$ cat src/rtl/ea_pkg.sv
package ea_pkg;
  localparam int ILEN       = 16;
  localparam int OPC_W      = 4;
  localparam int OFF_PC_W   = 9;
  localparam int OFF_BASE_W = 6;
  localparam int DR_LSB     = 9;
  localparam int BASE_LSB   = 6;

  localparam logic [OPC_W-1:0] OP_LD  = 4'b0010;
  localparam logic [OPC_W-1:0] OP_LDI = 4'b1010;
  localparam logic [OPC_W-1:0] OP_LDR = 4'b0110;
  localparam logic [OPC_W-1:0] OP_LEA = 4'b1110;
  localparam logic [OPC_W-1:0] OP_ST  = 4'b0011;
  localparam logic [OPC_W-1:0] OP_STI = 4'b1011;
  localparam logic [OPC_W-1:0] OP_STR = 4'b0111;

  typedef enum logic [1:0] {K_NONE, K_LOAD, K_STORE, K_ADDR} kind_e;
  typedef enum logic [1:0] {AM_PC, AM_IND, AM_BASE} amode_e;
  typedef enum logic [1:0] {S_IDLE, S_CALC, S_PTR, S_MEM} state_e;

  typedef struct packed {
    kind_e  kind;
    amode_e amode;
  } dec_t;
endpackage

$ cat src/rtl/ea_decode.sv
module ea_decode
  import ea_pkg::*;
(
  input  logic [OPC_W-1:0] opc_i,
  output dec_t             dec_o
);
  always_comb begin
    dec_o = '{kind: K_NONE, amode: AM_PC};
    unique case (opc_i)
      OP_LD:   dec_o = '{kind: K_LOAD,  amode: AM_PC};
      OP_LDI:  dec_o = '{kind: K_LOAD,  amode: AM_IND};
      OP_LDR:  dec_o = '{kind: K_LOAD,  amode: AM_BASE};
      OP_ST:   dec_o = '{kind: K_STORE, amode: AM_PC};
      OP_STI:  dec_o = '{kind: K_STORE, amode: AM_IND};
      OP_STR:  dec_o = '{kind: K_STORE, amode: AM_BASE};
      OP_LEA:  dec_o = '{kind: K_ADDR,  amode: AM_PC};
      default: dec_o = '{kind: K_NONE,  amode: AM_PC};
    endcase
  end
endmodule

$ cat src/rtl/ea_sext.sv
module ea_sext #(
  parameter int IW = 9,
  parameter int OW = 16
) (
  input  logic [IW-1:0] val_i,
  output logic [OW-1:0] val_o
);
  localparam int EXT = OW - IW;
  generate
    if (EXT > 0) begin : g_ext
      assign val_o = {{EXT{val_i[IW-1]}}, val_i};
    end else begin : g_trunc
      assign val_o = val_i[OW-1:0];
    end
  endgenerate
endmodule

$ cat src/rtl/ea_calc.sv
module ea_calc
  import ea_pkg::*;
#(
  parameter int DW = 16
) (
  input  amode_e                amode_i,
  input  logic [OFF_PC_W-1:0]   off_pc_i,
  input  logic [OFF_BASE_W-1:0] off_base_i,
  input  logic [DW-1:0]         npc_i,
  input  logic [DW-1:0]         base_i,
  output logic [DW-1:0]         ea_o
);
  logic [DW-1:0] ext_pc, ext_base;

  ea_sext #(.IW(OFF_PC_W), .OW(DW)) u_sext_pc (
    .val_i(off_pc_i), .val_o(ext_pc));
  ea_sext #(.IW(OFF_BASE_W), .OW(DW)) u_sext_base (
    .val_i(off_base_i), .val_o(ext_base));

  // single adder, operands muxed by mode; wraps modulo 2^DW
  logic use_base;
  assign use_base = (amode_i == AM_BASE);
  assign ea_o = (use_base ? base_i : npc_i) + (use_base ? ext_base : ext_pc);
endmodule

$ cat src/rtl/ea_ctrl.sv
module ea_ctrl
  import ea_pkg::*;
#(
  parameter int DW  = 16,
  parameter int RAW = 3
) (
  input  logic            clk_i,
  input  logic            rst_ni,
  input  logic            start_i,
  input  logic [ILEN-1:0] instr_i,
  input  logic [DW-1:0]   npc_i,
  input  dec_t            dec_i,
  input  logic [DW-1:0]   ea_i,
  input  logic [DW-1:0]   src_i,
  input  logic            mem_ready_i,
  input  logic [DW-1:0]   mem_rdata_i,
  output logic [ILEN-1:0] ir_o,
  output logic [DW-1:0]   npc_o,
  output logic            mem_req_o,
  output logic            mem_we_o,
  output logic [DW-1:0]   mem_addr_o,
  output logic [DW-1:0]   mem_wdata_o,
  output logic            rf_we_o,
  output logic [RAW-1:0]  rf_waddr_o,
  output logic [DW-1:0]   rf_wdata_o,
  output logic [2:0]      flags_o,
  output logic            done_o
);
  state_e state_q;
  logic [2:0] flags_q;

  function automatic logic [2:0] nzp(input logic [DW-1:0] d);
    nzp = {d[DW-1], d == '0, !d[DW-1] && (d != '0)};
  endfunction

  always_ff @(posedge clk_i or negedge rst_ni) begin
    if (!rst_ni) begin
      state_q     <= S_IDLE;
      ir_o        <= '0;
      npc_o       <= '0;
      mem_req_o   <= 1'b0;
      mem_we_o    <= 1'b0;
      mem_addr_o  <= '0;
      mem_wdata_o <= '0;
      rf_we_o     <= 1'b0;
      rf_waddr_o  <= '0;
      rf_wdata_o  <= '0;
      flags_q     <= 3'b010;
      done_o      <= 1'b0;
    end else begin
      rf_we_o <= 1'b0;
      done_o  <= 1'b0;
      unique case (state_q)
        S_IDLE: if (start_i) begin
          ir_o    <= instr_i;
          npc_o   <= npc_i;
          state_q <= S_CALC;
        end
        S_CALC: begin
          unique case (dec_i.kind)
            K_ADDR: begin
              rf_we_o    <= 1'b1;
              rf_waddr_o <= ir_o[DR_LSB +: RAW];
              rf_wdata_o <= ea_i;
              done_o     <= 1'b1;
              state_q    <= S_IDLE;
            end
            K_LOAD, K_STORE: begin
              mem_req_o   <= 1'b1;
              mem_addr_o  <= ea_i;
              mem_wdata_o <= src_i;
              if (dec_i.amode == AM_IND) begin
                mem_we_o <= 1'b0;  // pointer fetch first
                state_q  <= S_PTR;
              end else begin
                mem_we_o <= (dec_i.kind == K_STORE);
                state_q  <= S_MEM;
              end
            end
            default: begin
              done_o  <= 1'b1;
              state_q <= S_IDLE;
            end
          endcase
        end
        S_PTR: if (mem_ready_i) begin
          mem_addr_o <= mem_rdata_i;
          mem_we_o   <= (dec_i.kind == K_STORE);
          state_q    <= S_MEM;
        end
        S_MEM: if (mem_ready_i) begin
          mem_req_o <= 1'b0;
          mem_we_o  <= 1'b0;
          done_o    <= 1'b1;
          if (dec_i.kind == K_LOAD) begin
            rf_we_o    <= 1'b1;
            rf_waddr_o <= ir_o[DR_LSB +: RAW];
            rf_wdata_o <= mem_rdata_i;
            flags_q    <= nzp(mem_rdata_i);
          end
          state_q <= S_IDLE;
        end
        default: state_q <= S_IDLE;
      endcase
    end
  end

  assign flags_o = flags_q;

  p_hold_r9: assert property (@(posedge clk_i) disable iff (!rst_ni)
    mem_req_o && !mem_ready_i |=> mem_req_o && $stable(mem_addr_o)
      && $stable(mem_we_o) && $stable(mem_wdata_o));

  p_flags_onehot_r8: assert property (@(posedge clk_i) disable iff (!rst_ni)
    $countones(flags_q) == 1);

  p_done_pulse_r11: assert property (@(posedge clk_i) disable iff (!rst_ni)
    done_o |=> !done_o);

  p_addr_only_r7: assert property (@(posedge clk_i) disable iff (!rst_ni)
    (state_q == S_CALC && dec_i.kind == K_ADDR) |=> !mem_req_o && rf_we_o && done_o);

  p_ptr_read_r4: assert property (@(posedge clk_i) disable iff (!rst_ni)
    (state_q == S_PTR) |-> mem_req_o && !mem_we_o);

  p_store_quiet_r5: assert property (@(posedge clk_i) disable iff (!rst_ni)
    (state_q == S_MEM && mem_ready_i && dec_i.kind == K_STORE)
      |=> $stable(flags_q) && !rf_we_o);
endmodule

$ cat src/rtl/ls_agen.sv
module ls_agen
  import ea_pkg::*;
#(
  parameter int DW  = 16,
  parameter int RAW = 3
) (
  input  logic            clk_i,
  input  logic            rst_ni,
  input  logic            start_i,
  input  logic [ILEN-1:0] instr_i,
  input  logic [DW-1:0]   npc_i,
  output logic [RAW-1:0]  base_raddr_o,
  input  logic [DW-1:0]   base_rdata_i,
  output logic [RAW-1:0]  src_raddr_o,
  input  logic [DW-1:0]   src_rdata_i,
  output logic            mem_req_o,
  output logic            mem_we_o,
  output logic [DW-1:0]   mem_addr_o,
  output logic [DW-1:0]   mem_wdata_o,
  input  logic            mem_ready_i,
  input  logic [DW-1:0]   mem_rdata_i,
  output logic            rf_we_o,
  output logic [RAW-1:0]  rf_waddr_o,
  output logic [DW-1:0]   rf_wdata_o,
  output logic [2:0]      flags_o,
  output logic            done_o
);
  logic [ILEN-1:0] ir_q;
  logic [DW-1:0]   npc_q, ea;
  dec_t            dec;

  assign base_raddr_o = ir_q[BASE_LSB +: RAW];
  assign src_raddr_o  = ir_q[DR_LSB +: RAW];

  ea_decode u_dec (
    .opc_i(ir_q[ILEN-1 -: OPC_W]),
    .dec_o(dec)
  );

  ea_calc #(.DW(DW)) u_calc (
    .amode_i   (dec.amode),
    .off_pc_i  (ir_q[OFF_PC_W-1:0]),
    .off_base_i(ir_q[OFF_BASE_W-1:0]),
    .npc_i     (npc_q),
    .base_i    (base_rdata_i),
    .ea_o      (ea)
  );

  ea_ctrl #(.DW(DW), .RAW(RAW)) u_ctrl (
    .clk_i      (clk_i),
    .rst_ni     (rst_ni),
    .start_i    (start_i),
    .instr_i    (instr_i),
    .npc_i      (npc_i),
    .dec_i      (dec),
    .ea_i       (ea),
    .src_i      (src_rdata_i),
    .mem_ready_i(mem_ready_i),
    .mem_rdata_i(mem_rdata_i),
    .ir_o       (ir_q),
    .npc_o      (npc_q),
    .mem_req_o  (mem_req_o),
    .mem_we_o   (mem_we_o),
    .mem_addr_o (mem_addr_o),
    .mem_wdata_o(mem_wdata_o),
    .rf_we_o    (rf_we_o),
    .rf_waddr_o (rf_waddr_o),
    .rf_wdata_o (rf_wdata_o),
    .flags_o    (flags_o),
    .done_o     (done_o)
  );
endmodule

$ cat config.mk
export PLATFORM = sky130hd
export DESIGN_NAME = ls_agen
export DESIGN_NICKNAME = d
export VERILOG_FILES = /design/src/rtl/ea_pkg.sv /design/src/rtl/ea_decode.sv /design/src/rtl/ea_sext.sv /design/src/rtl/ea_calc.sv /design/src/rtl/ea_ctrl.sv /design/src/rtl/ls_agen.sv
export SDC_FILE = /design/constraint.sdc
export NUM_CORES = 1
export LEC_CHECK = 0
export BUFFER_PORTS_ARGS = -buffer_cell sky130_fd_sc_hd__buf_2
export CAP_MARGIN = 10
export CORE_MARGIN = 5
export CORE_UTILIZATION = 40
export CTS_BUF_LIST = sky130_fd_sc_hd__clkbuf_8
export CTS_CLUSTER_SIZE = 30
export DETAILED_ROUTE_END_ITERATION = 7
export PLACE_DENSITY = 0.72
export SETUP_SLACK_MARGIN = 0.4
export SYNTH_ARGS = -nofsm -noshare
export SYNTH_HDL_FRONTEND = slang
export SYNTH_HIERARCHICAL = 1
export SYNTH_SLANG_ARGS = --single-unit
$ cat constraint.sdc
create_clock -name clk_i -period 6.9 [get_ports clk_i]
set_input_delay 0.69 -clock clk_i [delete_from_list [all_inputs] [get_ports clk_i]]
set_output_delay 0.69 -clock clk_i [all_outputs]
set_load 0.005 [all_outputs]
==> results of run 1 <==
[critical path, stage by stage, from the launching register on]
cell and delay [ns]:
dfrtp_1 0.41, and3b_1 0.22, nand2b_1 0.11, buf_4 0.34
mux2_2 0.39, ha_1 0.23, fa_1 0.40, a21oi_1 0.22
nor2_1 0.09, a211o_1 0.37, mux2_4 0.31, and4_1 0.16
mux2_2 0.26, mux2_2 0.26
[cell usage after synthesis (3+ instances only)]
| library cell | number |
|---|---|
| ha_1 | 18 |
| nand3_1 | 7 |
| nand4_1 | 6 |
| buf_6 | 5 |
| mux2_4 | 20 |
| xnor2_1 | 7 |
| nor2_1 | 10 |
| dfrtp_1 | 91 |
| inv_1 | 8 |
| clkbuf_1 | 5 |
| a21o_1 | 5 |
| a21oi_1 | 17 |
| buf_2 | 7 |
| buf_1 | 3 |
| buf_4 | 37 |
| nor3_1 | 6 |
| nand2_1 | 20 |
| mux2_2 | 126 |
| nor4_1 | 6 |
| nand2b_1 | 8 |
| o21ai_0 | 9 |
| xor2_1 | 5 |
[sequential cells by signal, indices dropped and copies added, names as in the netlist, named ones only]
register            flops
u_ctrl/mem_req_o        1
u_ctrl/rf_we_o          1
u_ctrl/done_o           1
u_ctrl/mem_wdata_o     16
u_ctrl/state_q          1
u_ctrl/flags_o          3
u_ctrl/mem_we_o         1
u_ctrl/mem_addr_o      16
u_ctrl/rf_waddr_o       3
u_ctrl/ir_o            16
u_ctrl/rf_wdata_o      16
u_ctrl/npc_o           16
[placed cells by master (no fill, tap or decap), types with 2 or more instances in the layout]
master / count
mux2i_1: 2
inv_8: 2
xor2_1: 5
buf_4: 6
nor4_1: 6
mux2_4: 20
a21oi_1: 17
mux2_2: 126
a31o_2: 2
o21ai_0: 9
a221oi_1: 2
inv_1: 8
nor2_2: 2
xnor2_1: 7
a21o_1: 5
clkinv_8: 3
mux2_1: 2
buf_2: 146
nand4_1: 6
o311ai_0: 2
nor3_1: 6
nand3_1: 7
ha_1: 18
nand2_1: 20
nand2b_1: 8
clkbuf_8: 9
dfrtp_1: 91
nor2_1: 9
a211oi_1: 2
[power by group through the flow]
| stage | Clock [W] | Combinational [W] | Sequential [W] |
|---|---|---|---|
| floorplan | 0 | 0.00234 | 0.000976 |
| global placement | 0 | 0.00277 | 0.00100 |
| detailed placement | 0 | 0.00286 | 0.00102 |
| CTS | 0.000394 | 0.00287 | 0.00101 |
| global route | 0.000410 | 0.00313 | 0.00105 |
| finish | 0.000379 | 0.00284 | 0.00100 |
[per-stage QoR]
| stage | instance area [um^2] | hold WS, ns | utilization [%] |
|---|---|---|---|
| 2_1_floorplan | 5640 | 0.3944 | - |
| 3_5_place_dp | 6254 | 0.4909 | 45.05 |
| 4_1_cts | 6466 | 0.1870 | 46.58 |
| 5_1_grt | 6466 | 0.2086 | 46.58 |
| 6_report | 6469 | 0.1929 | 46.60 |
| 3_3_place_gp | 6254 | 0.4766 | 45.05 |
[per-layer routing]
layer	vias up	global-route usage, %	routed length [um]
li1	1869	-	-
met1	1912	19.78	5367
met2	158	27.32	6413
met3	27	5.396	1100
met4	0	5.744	283
met5	-	0	0
[area by class of cell]
type                    count  area [um^2]
well taps                 180        225.2
flip-flops and latches     92         2303
inverters                   8        30.03
fillers                  1296         7412
repair buffers            152        775.7
multi-input cells         309         2919
clock inverters             7        88.84
diodes                      1        2.502
clock buffers               9        123.9
[kinds of logic after synthesis]
logic type | count (synthesis) | synth area share (%)
muxes | 150 | 31.23
DFF | 92 | 40.84
and+or+nand+nor | 73 | 6.988
buffers and inverters | 65 | 7.609
AOI/OAI and AO/OA | 55 | 7.121
adders and majority gates | 19 | 4.348
xor gates and xnor gates | 12 | 1.863
[worst paths after layout]
kind | to | start | slack, ns
setup / recovery | u_ctrl/mem_addr_o[10] | u_ctrl/ir_o[14] | 3.01
setup reg to reg | u_ctrl/mem_addr_o[10] | u_ctrl/ir_o[14] | 3.01
max in group asynchronous | u_ctrl/mem_addr_o[8] | rst_ni | 5.54
hold / removal | u_ctrl/npc_o[0] | rst_ni | 0.19
min in group clk_i | u_ctrl/npc_o[12] | u_ctrl/npc_o[12] | 0.51
hold reg to reg | u_ctrl/npc_o[12] | u_ctrl/npc_o[12] | 0.51
==> flow_summary.toml, run 1 <==
[layout]
final_nets = 675
areaGrowthSynthToFinish_pct = 14.68
finalNonFillerCells = 758
drive_gt1_share_pct = 57.02

[timing]
rsz0062_at_grt = "no"
setup_viol = 0
fin_crit_ns = 3.886
finalMaxSlewViolations = 0
hold_viol = 0
clock.fmax_mhz = 257.3
post-route-period-util_pct = 56.32
fin_skew_ns = 0.01392
worst_pin_slew_ns = 0.9234
fin_tns_setup_ns = 0
finalWorstSetupSlack_ns = 3.014
worst_slew_margin_rel_pct = 38.44

[worst_setup_path]
start_kind = "register"
cp-end-kind = "register"
reg2reg_depth = 13
critPathArrivalTime_ns = 4.16
required_ns = 7.18
critPathMaxFanout = 32
path_class = "reg2reg"

[clocking]
cts_setup_buffers = 0
cts_buffers = 9
cts_tree = "done"
clockRootBuffer = "clkbuf_8"
cts.sinks = 92
h-tree-depth = 3
insertion_delay_ns = 0.39
cts_hold_buffers = 0
ctsResizeCount = 0
cts.path.max_buffers = 2
clkSlewWorstSetupHoldPaths_ns = 0.11

[floorplan]
die_w_um = 128.7
rows = 43
fp.dieH_um = 128.7
initial_core_util_pct = 40.63
core_um2 = 13880
die-area_um2 = 16580
io-pin-count = 148

[pwr]
leakagePower_nw = 3.013
power.share.switching_pct = 41.22
p_clk_share_pct = 9.0
p_comb_share_pct = 67.3
seqPwrFrac_pct = 23.8
p_per_area_nw_per_um2 = 653.4
peakVddDrop_mv = 0.2132
finalPower_w = 0.004227
intPower_w = 0.002485
power.switching_w = 0.001742

[drt]
drc_errors = 0
ant_nets = 0
dr.pass1.iters = 7
routedWlPerCell_um = 17.37
drt_iter0_drc = 192
dr_total_vias = 3966
viasPerCell = 5.232
finalWirelength_mm = 13.17

[placement]
finalWeightedCongestion = 0.8627
place_inst = 741
io_buffers = 147
preCtsSetupSlack_ns = 3.020
hpwl_mm = 10.11

[global_route]
overflow = 0
grt_max_degree = 68
antenna_found_initial = 0
grt_pass1_vias = 4248
grt_pass1_wl_mm = 21.47
grtUsageTotal_pct = 16.35

[synthesis]
syn_nets = 569
ys_async_sr_fraction_pct = 100.0
synth.yosys.seq_area_share_pct = 40.84
ys_types = 56
synth.area.top_cells = "dfrtp_1 40%, mux2_2 25%, mux2_4 5.3%, buf_4 4.9%, ha_1 4.0%"
synth_top_cell_by_area = "dfrtp_1"
synth_warnings = 6
netlist.area_leader.share_pct = 40.37
synth_cells = 466
synth-edff-count = 0
ys_ff_latch = 92
syn_area_per_cell_um2 = 12.10
syn_area_um2 = 5640
ys.flop_type = "dfrtp_1"

[min_path]
hold_path_class = "in2async"

[job]
maxCapViolCount = 0

[status]
status = "finished, final reports clean"
Note: power is estimated with default switching activity, not from simulation.
==> run 2, diff against run 1 <==
- PLACE_DENSITY: 0.72 -> 0.75
- clock period: 6.9 -> 3.2 ns (I/O delays scaled with it)
==> run 2 against run 1 <==
  * The run now ends with setup timing left
  * Die area unchanged
  * Largest cell class unchanged
  * Via count is 7.3% higher
  * Routed wire length is 12% higher
  * Design area rose by 19%
  * Hold slack got worse by 0.052 ns
  * Fmax increased by 13%
==> flow_summary.toml, run 2 (synthesis gave the netlist of run 1 again) <==
[worst_setup_path]
endpoint = "u_ctrl/mem_addr_o[10]"
cp-end-kind = "register"
crit_slowest_cell = "dfrtp_1"
start_kind = "register"
path_class = "reg2reg"
cp-startpoint = "u_ctrl/ir_o[14]"
reg2reg_depth = 13
crit_top_cell = "mux2_4"
required_ns = 3.47
critPathArrivalTime_ns = 3.71
critPathMaxFanout = 5
crit_chain = "and3b_1, nand2b_4, buf_12, mux2_4, ha_4, fa_2, a21oi_2, nor2_2, a211o_1, mux2_4, and4_4, mux2_4, mux2_4"
ff2ff_setup_slack_ns = -0.24
cpPeakStageDelay_ns = 0.41
r2r-start = "u_ctrl/ir_o[14]"
reg2reg_to = "u_ctrl/mem_addr_o[10]"

[clocking]
cts_buffers = 9
clkSlewWorstSetupHoldPaths_ns = 0.11
cts.path.max_buffers = 2
cts.sinks = 92
clockRootBuffer = "clkbuf_8"
cts_tree = "done"
insertion_delay_ns = 0.38
h-tree-depth = 3

[drt]
drc_errors = 0
routedWlPerCell_um = 17.83
dr_total_vias = 4255
viasPerCell = 5.151
dr.pass1.iters = 4
finalWirelength_mm = 14.73
ant_nets = 0
drt_iter0_drc = 149

[layout]
final_common_cell = "buf_2"
final_nets = 743
seq_area_um2 = 2303
fill_cells = 1203
final_cell_mix = "146 x buf_2, 91 x dfrtp_1, 87 x mux2_2"
multiInputGateArea_um2 = 3541
stdcell_area_um2 = 7706
drive_gt1_share_pct = 69.92
areaGrowthSynthToFinish_pct = 36.62

[global_route]
antenna_found_initial = 2
overflow = 0
grt_pass1_wl_mm = 23.28
grtUsageTotal_pct = 17.84
grt_pass1_vias = 4678
grt_max_degree = 86

[floorplan]
initial_core_util_pct = 40.63
die_w_um = 128.7
fp.dieH_um = 128.7
io-pin-count = 148
core_um2 = 13880
die-area_um2 = 16580
rows = 43

[timing]
fin_skew_ns = 0.01341
clock.fmax_mhz = 290.8
fin_crit_ns = 3.439
hold_viol = 0
worst_pin_slew_ns = 1.075
post-route-period-util_pct = 107.5
rsz0062_at_grt = "yes"
finalWorstSetupSlack_ns = -0.2393
worst_slew_margin_rel_pct = 28.33
finalMaxSlewViolations = 0
setup_viol = 14

[placement]
finalWeightedCongestion = 0.8016
hpwl_mm = 10.77
place_area_um2 = 6726
io_buffers = 147

[min_path]
hold_path_class = "in2async"

[status]
status = "complete, but fails checks"
violations = "setup timing"

[job]
maxCapViolCount = 0
-- run 2: layout make-up --
cell class                      instances  share of cell area (%)
Tap cell                              180                   2.923
Timing Repair Buffer                  220                   18.18
Multi-Input combinational cell        309                   45.95
Clock buffer                            9                   1.607
Sequential cell                        92                   29.89
Antenna cell                            1                 0.03247
Clock inverter                          7                   1.023
Inverter                                8                  0.3897
-- run 2: worst min path at each step --
stage | from | endpoint | slack, ns
6_report | rst_ni | u_ctrl/mem_we_o | 0.14
3_5_place_dp | u_ctrl/mem_wdata_o[3] | u_ctrl/mem_wdata_o[3] | 0.49
4_1_cts | instr_i[10] | u_ctrl/ir_o[10] | 0.13
3_3_place_gp | u_ctrl/flags_o[1] | u_ctrl/flags_o[1] | 0.48
2_1_floorplan | rst_ni | async pin | 0.02
5_1_grt | src_rdata_i[7] | u_ctrl/mem_wdata_o[7] | 0.14
-- run 2: timing repair --
| action | in CTS | in global routing |
|---|---|---|
| hold buffers | 0 | 0 |
| buffers inserted | 11 | 7 |
| pin swaps | 20 | 20 |
| resized for setup | 84 | 32 |
| gates cloned | 2 | 0 |
| setup endpoints to repair | 24 | 26 |
-- run 2: through the flow --
step	setup WS (ns)	std cells	utilization, %	TNS (ns)	hold slack (ns)
after CTS	-0.1941	818	53.94	-1.108	0.1286
after global routing	-0.3574	826	55.52	-4.000	0.1381
after floorplan	-0.1639	466	-	-0.6095	0.02441
after detailed placement	-0.2948	789	48.46	-3.272	0.4899
after global placement	-0.1861	789	48.46	-1.996	0.4751
final	-0.2393	826	55.52	-1.641	0.1412
-- run 2: layer usage --
metal  track usage (%)  up-vias  part of all wire [%]
met1             20.33     2107                    39
li1                  -     2009                     -
met5                 0        -                 0.088
met3             6.144       20                   7.3
met2             31.46      117                    52
met4             5.559        2                   1.8
-- run 2: critical path: cells and delay by family (launching register included) --
| kind | cells | cell delay [ns] |
|---|---|---|
| AOI/OAI and AO/OA | 2 | 0.54 |
| adders and majority gates | 2 | 0.52 |
| DFF | 1 | 0.41 |
| and+or+nand+nor | 4 | 0.63 |
| muxes | 4 | 1.12 |
| buffers and inverters | 1 | 0.12 |
Power of run 2 is left out: the tool's default activity adds up to more than one toggle a clock period on the data nets, which glitch-free logic cannot reach.
==> run 3, diff against run 2 <==
- CORE_ASPECT_RATIO: default -> 1.4
==> run 3 against run 2 <==
  * The flow still finishes with violations (setup timing)
  * Sequential cell count stayed put
  * Cell count is 0.36% higher
  * Fmax rose by 2.5%
  * Global-route usage grew 1.0 points
  * Clock skew decreased by 0.0027 ns
  * Via count rose by 0.24%
  * Hold slack got worse by 0.072 ns
  * First-iteration DRC count shrank 31%
  * Setup slack gained 0.084 ns
  * Register-to-register slack improved by 0.08 ns
  * Non-clock buffer count shrank 1
  * Critical path type unchanged
  * Largest cell class unchanged
==> flow_summary.toml, run 3 (synthesis gave the netlist of run 1 again) <==
[timing]
post-route-period-util_pct = 104.8
clock.fmax_mhz = 298.0
fin_crit_ns = 3.355
worst_slew_margin_rel_pct = 31.49
setup_viol = 14
rsz0062_at_grt = "yes"
finalMaxSlewViolations = 0
worst_pin_slew_ns = 1.028
hold_viol = 0
fin_skew_ns = 0.01069
finalWorstSetupSlack_ns = -0.1552

[floorplan]
io-pin-count = 148
initial_core_util_pct = 40.55
core_um2 = 13910
die-area_um2 = 16610
fp.dieH_um = 150.5
rows = 51
die_w_um = 110.4

[placement]
finalWeightedCongestion = 0.8267
hpwl_mm = 10.84
io_buffers = 147
place_area_um2 = 6768
place_inst = 797

[layout]
stdcell_area_um2 = 7614
drive_gt1_share_pct = 69.72
final_cell_mix = "146 x buf_2, 100 x mux2_2, 91 x dfrtp_1"
areaGrowthSynthToFinish_pct = 34.98
fill_cells = 1172
finalNonFillerCells = 829
final_common_cell = "buf_2"
antenna_cells = 0
postLayoutCoreUtil_pct = 54.73
final_nets = 742

[worst_setup_path]
cpPeakStageDelay_ns = 0.42
required_ns = 3.47
start_kind = "register"
crit_chain = "and3b_1, nand2b_4, buf_12, mux2_4, ha_4, fa_2, a21oi_2, nor2_2, a211o_1, mux2_4, and4_4, mux2_4, mux2_4"
critPathArrivalTime_ns = 3.63
crit_top_cell = "mux2_4"
critPathMaxFanout = 5
cp-end-kind = "register"
path_class = "reg2reg"
crit_slowest_cell = "dfrtp_1"

[clocking]
clockRootBuffer = "clkbuf_8"
cts_buffers = 9
cts_tree = "done"
cts.sinks = 92
insertion_delay_ns = 0.38
cts.path.max_buffers = 2
h-tree-depth = 3
clkSlewWorstSetupHoldPaths_ns = 0.10

[status]
violations = "setup timing"
status = "complete, but fails checks"

[drt]
ant_nets = 0
drc_errors = 0
routedWlPerCell_um = 18.13
finalWirelength_mm = 15.03
viasPerCell = 5.145
drt_iter0_drc = 103
dr_total_vias = 4265
dr.pass1.iters = 4

[global_route]
grt_pass1_vias = 4911
antenna_found_initial = 0
grt_max_degree = 79
overflow = 0
grtUsageTotal_pct = 18.87
grt_pass1_wl_mm = 24.34

[min_path]
hold_path_class = "in2async"

[job]
maxCapViolCount = 0
==> run 3: layout make-up <==
type | count | area, um^2 | share of cell area [%]
Tap cell | 185 | 231.5 | 3.040
Clock buffer | 9 | 123.9 | 1.627
Timing Repair Buffer | 219 | 1408 | 18.49
Inverter | 8 | 30.03 | 0.3944
Sequential cell | 92 | 2303 | 30.25
Clock inverter | 7 | 95.09 | 1.249
Multi-Input combinational cell | 309 | 3422 | 44.95
==> run 3: what timing repair did <==
action / 4_1_cts / 5_1_grt
hold buffers: 0 / 0
endpoints found under the setup margin: 24 / 28
pin swaps: 20 / 10
endpoints found under the hold margin: 0 / 0
resized for setup: 72 / 18
cloned: 2 / 0
buffers inserted: 13 / 1
==> run 3: path summary, 6_finish.rpt <==
kind / start / endpoint / slack, ns / depth (start not counted)
max: u_ctrl/ir_o[14] / u_ctrl/rf_wdata_o[10] / -0.16 / 13
min: rst_ni / u_ctrl/rf_wdata_o[11] / 0.07 / 1
max reg2reg: u_ctrl/ir_o[14] / u_ctrl/rf_wdata_o[10] / -0.16 / 13
min reg2reg: u_ctrl/flags_o[1] / u_ctrl/flags_o[1] / 0.49 / 2
max in group asynchronous: rst_ni / u_ctrl/rf_waddr_o[2] / 2.31 / 2
min in group clk_i: instr_i[9] / u_ctrl/ir_o[9] / 0.16 / 2
==> run 3: per-layer routing <==
metal | vias up | track usage [%] | wire, um | share of wire, %
met5 | - | 0 | 0 | 0
met4 | 0 | 8.195 | 473 | 3.1
met3 | 27 | 4.076 | 707 | 4.7
met2 | 98 | 34.05 | 8103 | 54
met1 | 2140 | 20.97 | 5741 | 38
li1 | 2000 | - | - | -
==> run 3: worst max-delay path, delay by kind of cell (launching register included) <==
kind                     cells  cell delay, ns
adder cells (fa/ha/maj)      2            0.54
AND/OR/NAND/NOR              4            0.61
flip-flops                   1            0.42
multiplexers                 4            1.11
buffers and inverters        1            0.12
AO/OA/AOI/OAI                2            0.46
==> run 3: stage by stage <==
step	TNS, ns	hold WS, ns	setup slack (ns)
floorplan	-0.6095	0.02441	-0.1639
finish	-1.482	0.06917	-0.1552
global route	-4.059	0.1456	-0.2820
CTS	-1.172	0.1165	-0.1693
global placement	-1.806	0.4710	-0.1718
detailed placement	-2.896	0.4797	-0.2268
Power of run 3 is left out for the same reason.
